### src/rtl/simd_div_pkg.sv
// Shared types for the SIMD divergence write-mask unit.
// Assumes: at most one control operation takes effect per cycle.
package simd_div_pkg;

    // Next-PC select presented to the fetch stage
    typedef enum logic [1:0] {
        PC_SEQ  = 2'd0,
        PC_JUMP = 2'd1,
        PC_BACK = 2'd2
    } pc_sel_e;

    // Decoded control operation after strobe priority
    typedef enum logic [2:0] {
        OP_NONE  = 3'd0,
        OP_IF    = 3'd1,
        OP_ELSE  = 3'd2,
        OP_ENDIF = 3'd3,
        OP_LOOP  = 3'd4,
        OP_BRK   = 3'd5,
        OP_LEND  = 3'd6
    } div_op_e;

endpackage

### src/rtl/simd_div_decode.sv
// Strobe decoder: reduces the six control strobes to one operation.
// Assumes: priority is if > else > end-if > loop > break > loop-end.
module simd_div_decode
    import simd_div_pkg::*;
(
    input  logic    if_i,
    input  logic    else_i,
    input  logic    endif_i,
    input  logic    loop_i,
    input  logic    brk_i,
    input  logic    lend_i,
    output div_op_e op_o
);

    // Fixed-priority selection of the effective operation
    always_comb begin
        if (if_i)         op_o = OP_IF;
        else if (else_i)  op_o = OP_ELSE;
        else if (endif_i) op_o = OP_ENDIF;
        else if (loop_i)  op_o = OP_LOOP;
        else if (brk_i)   op_o = OP_BRK;
        else if (lend_i)  op_o = OP_LEND;
        else              op_o = OP_NONE;
    end

endmodule

### src/rtl/simd_div_stack.sv
// Mask stack: each entry holds the enclosing mask and the lanes still pending
// for an else path. Assumes push and pop are never both high, and that the
// caller never pushes when full nor pops when empty.
module simd_div_stack #(
    parameter int LANES = 32,
    parameter int DEPTH = 8
) (
    input  logic             clk,
    input  logic             rst_n,
    input  logic             push_i,
    input  logic             pop_i,
    input  logic [LANES-1:0] push_saved_i,
    input  logic [LANES-1:0] push_pend_i,
    output logic [LANES-1:0] top_saved_o,
    output logic [LANES-1:0] top_pend_o,
    output logic             empty_o,
    output logic             full_o
);

    localparam int CW = $clog2(DEPTH + 1);
    localparam int IW = (DEPTH > 1) ? $clog2(DEPTH) : 1;

    logic [CW-1:0]    cnt_q;
    logic [IW-1:0]    top_idx;
    logic [LANES-1:0] saved_q [DEPTH];
    logic [LANES-1:0] pend_q  [DEPTH];

    // Occupancy flags and top-of-stack index
    always_comb begin
        empty_o = (cnt_q == '0);
        full_o  = (cnt_q == CW'(DEPTH));
        top_idx = IW'(cnt_q - CW'(1));
    end

    // Read port for the top entry
    always_comb begin
        top_saved_o = saved_q[top_idx];
        top_pend_o  = pend_q[top_idx];
    end

    // Entry count
    always_ff @(posedge clk) begin
        if (!rst_n)      cnt_q <= '0;
        else if (push_i) cnt_q <= cnt_q + CW'(1);
        else if (pop_i)  cnt_q <= cnt_q - CW'(1);
    end

    // One write port per entry, selected by the current count
    for (genvar e = 0; e < DEPTH; e++) begin : g_entry
        always_ff @(posedge clk) begin
            if (!rst_n) begin
                saved_q[e] <= '0;
                pend_q[e]  <= '0;
            end else if (push_i && (cnt_q == CW'(e))) begin
                saved_q[e] <= push_saved_i;
                pend_q[e]  <= push_pend_i;
            end
        end
    end

endmodule

### src/rtl/simd_div_ctl.sv
// Mask controller: holds the live write mask and the sticky error flag,
// works out the next mask, the stack actions and the next-PC select.
// Assumes one decoded operation per cycle; a faulting operation is a no-op.
module simd_div_ctl
    import simd_div_pkg::*;
#(
    parameter int LANES = 32
) (
    input  logic             clk,
    input  logic             rst_n,
    input  div_op_e          op_i,
    input  logic [LANES-1:0] cond_i,
    input  logic [LANES-1:0] top_saved_i,
    input  logic [LANES-1:0] top_pend_i,
    input  logic             empty_i,
    input  logic             full_i,
    output logic             push_o,
    output logic             pop_o,
    output logic [LANES-1:0] push_saved_o,
    output logic [LANES-1:0] push_pend_o,
    output logic [LANES-1:0] mask_o,
    output pc_sel_e          pc_sel_o,
    output logic             fault_o,
    output logic             err_o
);

    logic [LANES-1:0] mask_q;
    logic [LANES-1:0] mask_d;
    logic             err_q;

    // Next-state and PC decisions for the current operation
    always_comb begin
        mask_d       = mask_q;
        push_o       = 1'b0;
        pop_o        = 1'b0;
        push_saved_o = mask_q;
        push_pend_o  = '0;
        pc_sel_o     = PC_SEQ;
        fault_o      = 1'b0;
        unique case (op_i)
            OP_IF: begin
                if (full_i) begin
                    fault_o = 1'b1;
                end else begin
                    push_o      = 1'b1;
                    push_pend_o = mask_q & ~cond_i;
                    mask_d      = mask_q & cond_i;
                    if ((mask_q & cond_i) == '0) pc_sel_o = PC_JUMP;
                end
            end
            OP_ELSE: begin
                if (empty_i) begin
                    fault_o = 1'b1;
                end else begin
                    mask_d = top_pend_i;
                    if (top_pend_i == '0) pc_sel_o = PC_JUMP;
                end
            end
            OP_ENDIF: begin
                if (empty_i) begin
                    fault_o = 1'b1;
                end else begin
                    mask_d = top_saved_i;
                    pop_o  = 1'b1;
                end
            end
            OP_LOOP: begin
                if (full_i) fault_o = 1'b1;
                else        push_o  = 1'b1;
            end
            OP_BRK: begin
                mask_d = mask_q & ~cond_i;
                if ((mask_q & ~cond_i) == '0) pc_sel_o = PC_JUMP;
            end
            OP_LEND: begin
                if (empty_i) begin
                    fault_o = 1'b1;
                end else if (mask_q != '0) begin
                    pc_sel_o = PC_BACK;
                end else begin
                    mask_d = top_saved_i;
                    pop_o  = 1'b1;
                end
            end
            default: ;
        endcase
    end

    // Live mask and sticky error register
    always_ff @(posedge clk) begin
        if (!rst_n) begin
            mask_q <= '1;
            err_q  <= 1'b0;
        end else begin
            mask_q <= mask_d;
            err_q  <= err_q | fault_o;
        end
    end

    // Output drive
    always_comb begin
        mask_o = mask_q;
        err_o  = err_q;
    end

endmodule

### src/rtl/simd_div_mask.sv
// Top of the SIMD divergence write-mask unit: strobe decode, mask
// controller and mask stack. Assumes LANES >= 1 and DEPTH >= 2.
module simd_div_mask
    import simd_div_pkg::*;
#(
    parameter int LANES = 32,
    parameter int DEPTH = 8
) (
    input  logic             clk,
    input  logic             rst_n,
    input  logic [LANES-1:0] cond_i,
    input  logic             if_i,
    input  logic             else_i,
    input  logic             endif_i,
    input  logic             loop_i,
    input  logic             brk_i,
    input  logic             lend_i,
    output logic [LANES-1:0] wmask_o,
    output logic [1:0]       pc_sel_o,
    output logic             err_o
);

    div_op_e          op;
    pc_sel_e          pc_sel;
    logic             push, pop, empty, full, fault;
    logic [LANES-1:0] push_saved, push_pend, top_saved, top_pend;

    simd_div_decode u_dec (
        .if_i    (if_i),
        .else_i  (else_i),
        .endif_i (endif_i),
        .loop_i  (loop_i),
        .brk_i   (brk_i),
        .lend_i  (lend_i),
        .op_o    (op)
    );

    simd_div_ctl #(.LANES(LANES)) u_ctl (
        .clk          (clk),
        .rst_n        (rst_n),
        .op_i         (op),
        .cond_i       (cond_i),
        .top_saved_i  (top_saved),
        .top_pend_i   (top_pend),
        .empty_i      (empty),
        .full_i       (full),
        .push_o       (push),
        .pop_o        (pop),
        .push_saved_o (push_saved),
        .push_pend_o  (push_pend),
        .mask_o       (wmask_o),
        .pc_sel_o     (pc_sel),
        .fault_o      (fault),
        .err_o        (err_o)
    );

    simd_div_stack #(.LANES(LANES), .DEPTH(DEPTH)) u_stk (
        .clk          (clk),
        .rst_n        (rst_n),
        .push_i       (push),
        .pop_i        (pop),
        .push_saved_i (push_saved),
        .push_pend_i  (push_pend),
        .top_saved_o  (top_saved),
        .top_pend_o   (top_pend),
        .empty_o      (empty),
        .full_o       (full)
    );

    // PC select as a plain vector at the port
    always_comb pc_sel_o = pc_sel;

endmodule

### config.mk
export PLATFORM = sky130hd
export DESIGN_NAME = simd_div_mask
export DESIGN_NICKNAME = d
export VERILOG_FILES = /design/src/rtl/simd_div_pkg.sv /design/src/rtl/simd_div_decode.sv /design/src/rtl/simd_div_stack.sv /design/src/rtl/simd_div_ctl.sv /design/src/rtl/simd_div_mask.sv
export SDC_FILE = /design/constraint.sdc
export NUM_CORES = 1
export LEC_CHECK = 0
export ABC_CLOCK_PERIOD_IN_PS = 20700
export BUFFER_PORTS_ARGS = -buffer_cell sky130_fd_sc_hd__buf_4
export CORE_UTILIZATION = 58
export DETAILED_ROUTE_END_ITERATION = 6
export HOLD_SLACK_MARGIN = 0.05
export PLACE_DENSITY_LB_ADDON = 0.08
export SLEW_MARGIN = 20
export SYNTH_ARGS = -nofsm -noshare
export SYNTH_HDL_FRONTEND = slang
export SYNTH_SLANG_ARGS = --single-unit
### constraint.sdc
create_clock -name clk -period 20.7 [get_ports clk]
set_input_delay 1.035 -clock clk [delete_from_list [all_inputs] [get_ports clk]]
set_output_delay 1.035 -clock clk [all_outputs]
set_load 0.02 [all_outputs]
# After elaboration in Yosys (flattened, before gate mapping)
# Memories as Yosys holds them, arrays and structs flattened.
# Index checks and enable logic that the tools add are counted.
# word_totals
n_memories,2
ram_bits,512
out_inout_bits,35
register_bits,37
in_bits,40
word_cells,138
# memory_table
name,words,word_bits,rd,rd_ports_with_merged_regs,write_ports,line_no,source
u_stk.pend_q,8,32,1,0,8,simd_div_stack.sv:26,logic [LANES-1:0] pend_q [DEPTH];
u_stk.saved_q,8,32,1,0,8,simd_div_stack.sv:25,logic [LANES-1:0] saved_q [DEPTH];
# op_classes
n_mux,74
eq_ne,19
bitwise,20
n_addsub,2
reduce_logical,18
# ops
op,count
32-bit 2-to-1 mux,23
32-bit one-hot mux with 5 select lines,1
32-bit logical NOT,3
32-bit bitwise AND,2
1-bit 2-to-1 mux,35
32-bit NOT,1
32-bit nonzero test,1
3-bit 2-to-1 mux,6
1-bit OR,17
4-bit by 3-bit == test with 1-bit output (second input constant),4
2-bit != test (second input constant),5
3-bit == test (second input constant),3
4-bit by 2-bit == test with 1-bit output (second input constant),2
1-bit logical AND,8
2-bit 2-to-1 mux,4
4-bit 2-to-1 mux,2
2-bit one-hot mux with 4 select lines,1
3-bit by 2-bit == test with 1-bit output (second input constant),2
6-bit AND reduction,1
5-bit nonzero test,1
4-bit by 1-bit adder with 4-bit output (second input constant),1
4-bit by 1-bit == test with 1-bit output (second input constant),1
4-bit == test (second input constant),1
4-bit logical NOT,1
other kinds (6),7

# Depth between registers and ports, before layout
# depth
depth_word,14
depth_mapped,15
mapped_depth_nobuf,13

# Cells and area by module
# Synthesis repeated with hierarchy kept, for this count alone.
# unflattened
hier_cells,1760
area_unflattened_um2,26331.5
# modules_own_cells
module,seq_area_each_um2,area_per_inst_um2,n_inst,cells_each
simd_div_stack,15454.8,23079.6,1,1359
simd_div_ctl,660.6,3205.6,1,393
simd_div_decode,0.0,46.3,1,8

# Least setup slack after synthesis
# OpenSTA, ideal clock, no wires.
# synth_path
path_kind,input to register
from,in loop_i
to,mem u_stk.pend_q[0][0] (enable)
path_slack_ns,13.661
t_required_ns,20.126
path_stages,10
setup_time_ns,0.574
t_arrival_ns,6.465
path_cell_list,inv_1 -> a21oi_1 -> nor2_1 -> nor2_1 -> inv_1 -> ha_1 -> o21ai_0 -> and2_1 -> buf_2 -> o21ai_0
# synth_lines
element,line_no,source
from (decl),simd_div_mask.sv:15,"input logic loop_i,"
to (decl),simd_div_stack.sv:26,

# Final worst setup path
# layout_path
from,reg u_stk.cnt_q[0]
to,out pc_sel_o[0]
# layout_between
elab_chain_len,6
# layout_lines
element,line_no,source
from (decl),simd_div_stack.sv:23,logic [CW-1:0] cnt_q;
from (signal assigned),simd_div_stack.sv:44,else if (push_i) cnt_q <= cnt_q + CW'(1);
from (signal assigned),simd_div_stack.sv:45,else if (pop_i) cnt_q <= cnt_q - CW'(1);
4-bit by 1-bit subtractor with 4-bit output,simd_div_stack.sv:32,top_idx = IW'(cnt_q - CW'(1));
memory 8 x 32 bit,-,
32-bit logical NOT,simd_div_ctl.sv:56,if (top_pend_i == '0) pc_sel_o = PC_JUMP;
1-bit 2-to-1 mux,simd_div_ctl.sv:56,
2-bit 2-to-1 mux,simd_div_ctl.sv:52,if (empty_i) begin
2-bit one-hot mux with 4 select lines *,simd_div_ctl.sv:40,unique case (op_i)
to (decl),simd_div_mask.sv:19,"output logic [1:0] pc_sel_o,"
# Mark *: on every way between the ends. The rest lies on a longest branch, timed or not.

==> impl_metrics.env <==
export IMPL_synthMuxAreaShare_pct=12.1
export IMPL_tns_ps=0
export IMPL_crit_required_ps=19670
export IMPL_fin_crit_ps=6960
export IMPL_syn_area_um2=25300
export IMPL_synth_most_common_cell="edfxtp_1"
export IMPL_cts_buffer_depth=3
export IMPL_dr_pass1_iters=6
export IMPL_synthAdderAreaFrac_pct=0.395
export IMPL_holdCritPathClass="reg2reg"
export IMPL_dieArea_um2=44500
export IMPL_crit_type="reg2out"
export IMPL_relSlewSlack_pct=20.4
export IMPL_cpPeakStageDelay_ps=850
export IMPL_clock_root_buffer="clkbuf_16"
export IMPL_syn_to_final_growth_pct=10.9
export IMPL_arrival_ps=5920
export IMPL_worst_r2r_startpoint="u_stk.cnt_q[0]"
export IMPL_synth_main_ff_cell="edfxtp_1"
export IMPL_drv_slew=0
export IMPL_setup_viol=0
export IMPL_p_leak_nw=10.4
export IMPL_worst_path_most_repeated_cell="buf_4"
export IMPL_wire_per_inst_um=30.0
export IMPL_worstPathCellList="inv_1 > buf_4 > ha_4 > buf_4 > buf_4 > mux4_1 > o21ai_0 > nand4_1 > nor4_1 > a31o_1 > buf_4"
export IMPL_synth_distinct_cells=52
export IMPL_clock_latency_ps=620
export IMPL_maxCapViolations=0
export IMPL_place_area_um2=26400
export IMPL_drt_vias_per_instance=6.66
export IMPL_cts_sinks=549
export IMPL_cpMaxStageDelayCell="buf_4"
export IMPL_die_x_um=211
export IMPL_cp_max_fo=62
export IMPL_hold_viol_final=0
export IMPL_ctsResizeCount=0
export IMPL_globalRouteOverflowTotal=0
export IMPL_critical_path_buf_inv_count=5
export IMPL_gp_congestion=0.971
export IMPL_htreeDepth=2
export IMPL_synth_xor_area_share_pct=0.247
export IMPL_min_from="u_ctl.err_o"
export IMPL_max_freq_mhz=144
export IMPL_syn_nets=1961
export IMPL_ir_drop_mv=0.0700
export IMPL_initialDrtViolationCount=2251
export IMPL_synth_avg_cell_area_um2=13.2
export IMPL_coreArea_um2=43100
export IMPL_ys_seq_elements=549
export IMPL_yosys_area_top_type="edfxtp_1"
export IMPL_crit_family="buffers and inverters"
export IMPL_port_buffers=74
export IMPL_synthTopCellsByArea="edfxtp_1, mux4_2, nor2_1"
export IMPL_cp_startpoint="u_stk.cnt_q[0]"
export IMPL_synth_top_family_by_area="simple AND/OR/NAND/NOR gates"
export IMPL_tightestPinTransition_ps=1190
export IMPL_antenna_found_initial=0
export IMPL_drc=0
export IMPL_status="complete, no violations"
export IMPL_design_area_um2=28100
export IMPL_start_util_pct=58.8
export IMPL_synth_commonest_cells="edfxtp_1, nor2_1, and3_1"
export IMPL_synth_compound_area_share_pct=5.94
export IMPL_timing_final_crit_share_pct=33.6
export IMPL_die_h_um=211
export IMPL_worstSetupStartpointType="flip-flop"
export IMPL_routed_wirelength_mm=76.7
export IMPL_dp_hpwl_mm=46.1
export IMPL_ys_seq_area_share_pct=63.6
export IMPL_end_kind="primary output"
export IMPL_rsz0062_at_grt="no"
export IMPL_grt_max_degree=117
export IMPL_ys_warn_count=0
export IMPL_ant_nets=0
export IMPL_postCtsSetupBuffers=0
export IMPL_p_per_area_nw_per_um2=111
export IMPL_grt_pass1_vias=16287
export IMPL_synth_simple_area_share_pct=14.9
export IMPL_synth_edf_count=512
export IMPL_ioPinCount=75
export IMPL_nNetsFinal=1973
export IMPL_grt_pass1_wl_mm=110
export IMPL_path_clk_slew_ps=60
export IMPL_synthArstFlopShare_pct=0
export IMPL_fin_skew_ps=27.2
export IMPL_num_rows=76
export IMPL_grt_usage_pct=34.9
export IMPL_postSynthCellCount=1913
export IMPL_routed_via_count=17005
export IMPL_synth_top_cell_area_share_pct=60.7
export IMPL_drive_gt1_share_pct=15.8
export IMPL_postCtsHoldBufs=0
export IMPL_cts_made_buffers=54
export IMPL_cts_tree="done"
[cell usage in the layout (no fill, tap or decap), types with 5 or more instances in the layout]
cell type	n
nand2_1	108
or4_1	6
o21ai_0	34
clkbuf_1	13
buf_4	117
dfxtp_1	36
a22oi_1	29
clkinv_1	16
o22ai_1	15
mux2i_1	94
nand3_1	16
a21o_1	10
o221ai_1	6
nand2_4	7
nor3_1	7
nor2b_1	36
ha_1	6
edfxtp_1	512
clkinv_2	13
nor4_1	23
nand4_1	9
a221o_1	19
inv_1	11
a22o_1	7
a211oi_1	5
nor2_1	311
o211ai_1	20
and2_1	117
clkbuf_16	57
mux4_2	92
a21oi_1	34
and3_1	118
a221oi_1	14
[metal layers]
layer / vias to the layer above / GRT usage [%] / share of wire (%)
met3: 207 / 7.37 / 11
li1: 7181 / - / -
met2: 1148 / 53.2 / 46
met4: 0 / 15.2 / 4.7
met5: - / 0 / 0
met1: 8469 / 48.8 / 39
[final timing paths]
path	to	slack, ps	depth (start not counted)
max reg2reg	u_ctl.mask_o[19]	15590	11
min reg2reg	u_ctl.err_o	530	2
max	pc_sel_o[0]	13740	11
min	u_ctl.err_o	530	2
[per-stage QoR]
stage	setup WS [ps]	std cells	hold slack, ps	utilization, %	total power, mW
2_1_floorplan	13660	1913	555	-	1.88
3_3_place_gp	14490	2454	510	61.3	2.16
3_5_place_dp	14470	2454	506	61.3	2.17
4_1_cts	13830	2554	522	65.2	3.10
5_1_grt	13490	2554	528	65.2	3.19
6_report	13740	2555	526	65.2	3.12
[layout make-up]
| cell class | instances | area (µm²) |
|---|---|---|
| Inverter | 15 | 56.3 |
| Clock inverter | 28 | 179 |
| Sequential cell | 549 | 16100 |
| Multi-Input combinational cell | 1188 | 8640 |
| Tap cell | 585 | 732 |
| Clock buffer | 72 | 1500 |
| Timing Repair Buffer | 117 | 878 |
| Antenna cell | 1 | 2.50 |
| Fill cell | 3210 | 15000 |
[worst reg2reg max path, stage by stage (launching register included)]
cell and delay [ps]:
dfxtp_4 760, inv_1 370, buf_4 300, ha_4 530
buf_4 680, buf_4 890, mux4_2 420, and2_1 170
a21oi_1 240, o221ai_1 310, a21oi_1 220, o21ai_0 110
[sequential cells by signal (all words and copies together), names as in the netlist]
signal	flops
u_ctl.err_o	1
u_ctl.mask_o	32
u_stk.cnt_q	4
u_stk.pend_q	256
u_stk.saved_q	256
[cells by family (layout without fill, tap and decap cells)]
kind of cell,after synthesis,count (layout)
AOI/OAI and AO/OA,215,215
buffers and inverters,176,232
adders and majority gates,8,8
DFF,549,549
and+or+nand+nor,772,772
other,0,1
xor gates and xnor gates,5,5
muxes,188,188
[power breakdown]
part	switching [mW]	internal, mW
combinational	0.487	0.284
sequential	0.0862	1.30
clock	0.423	0.532
total	0.997	2.12
Note: power is estimated with default switching activity, not from simulation.
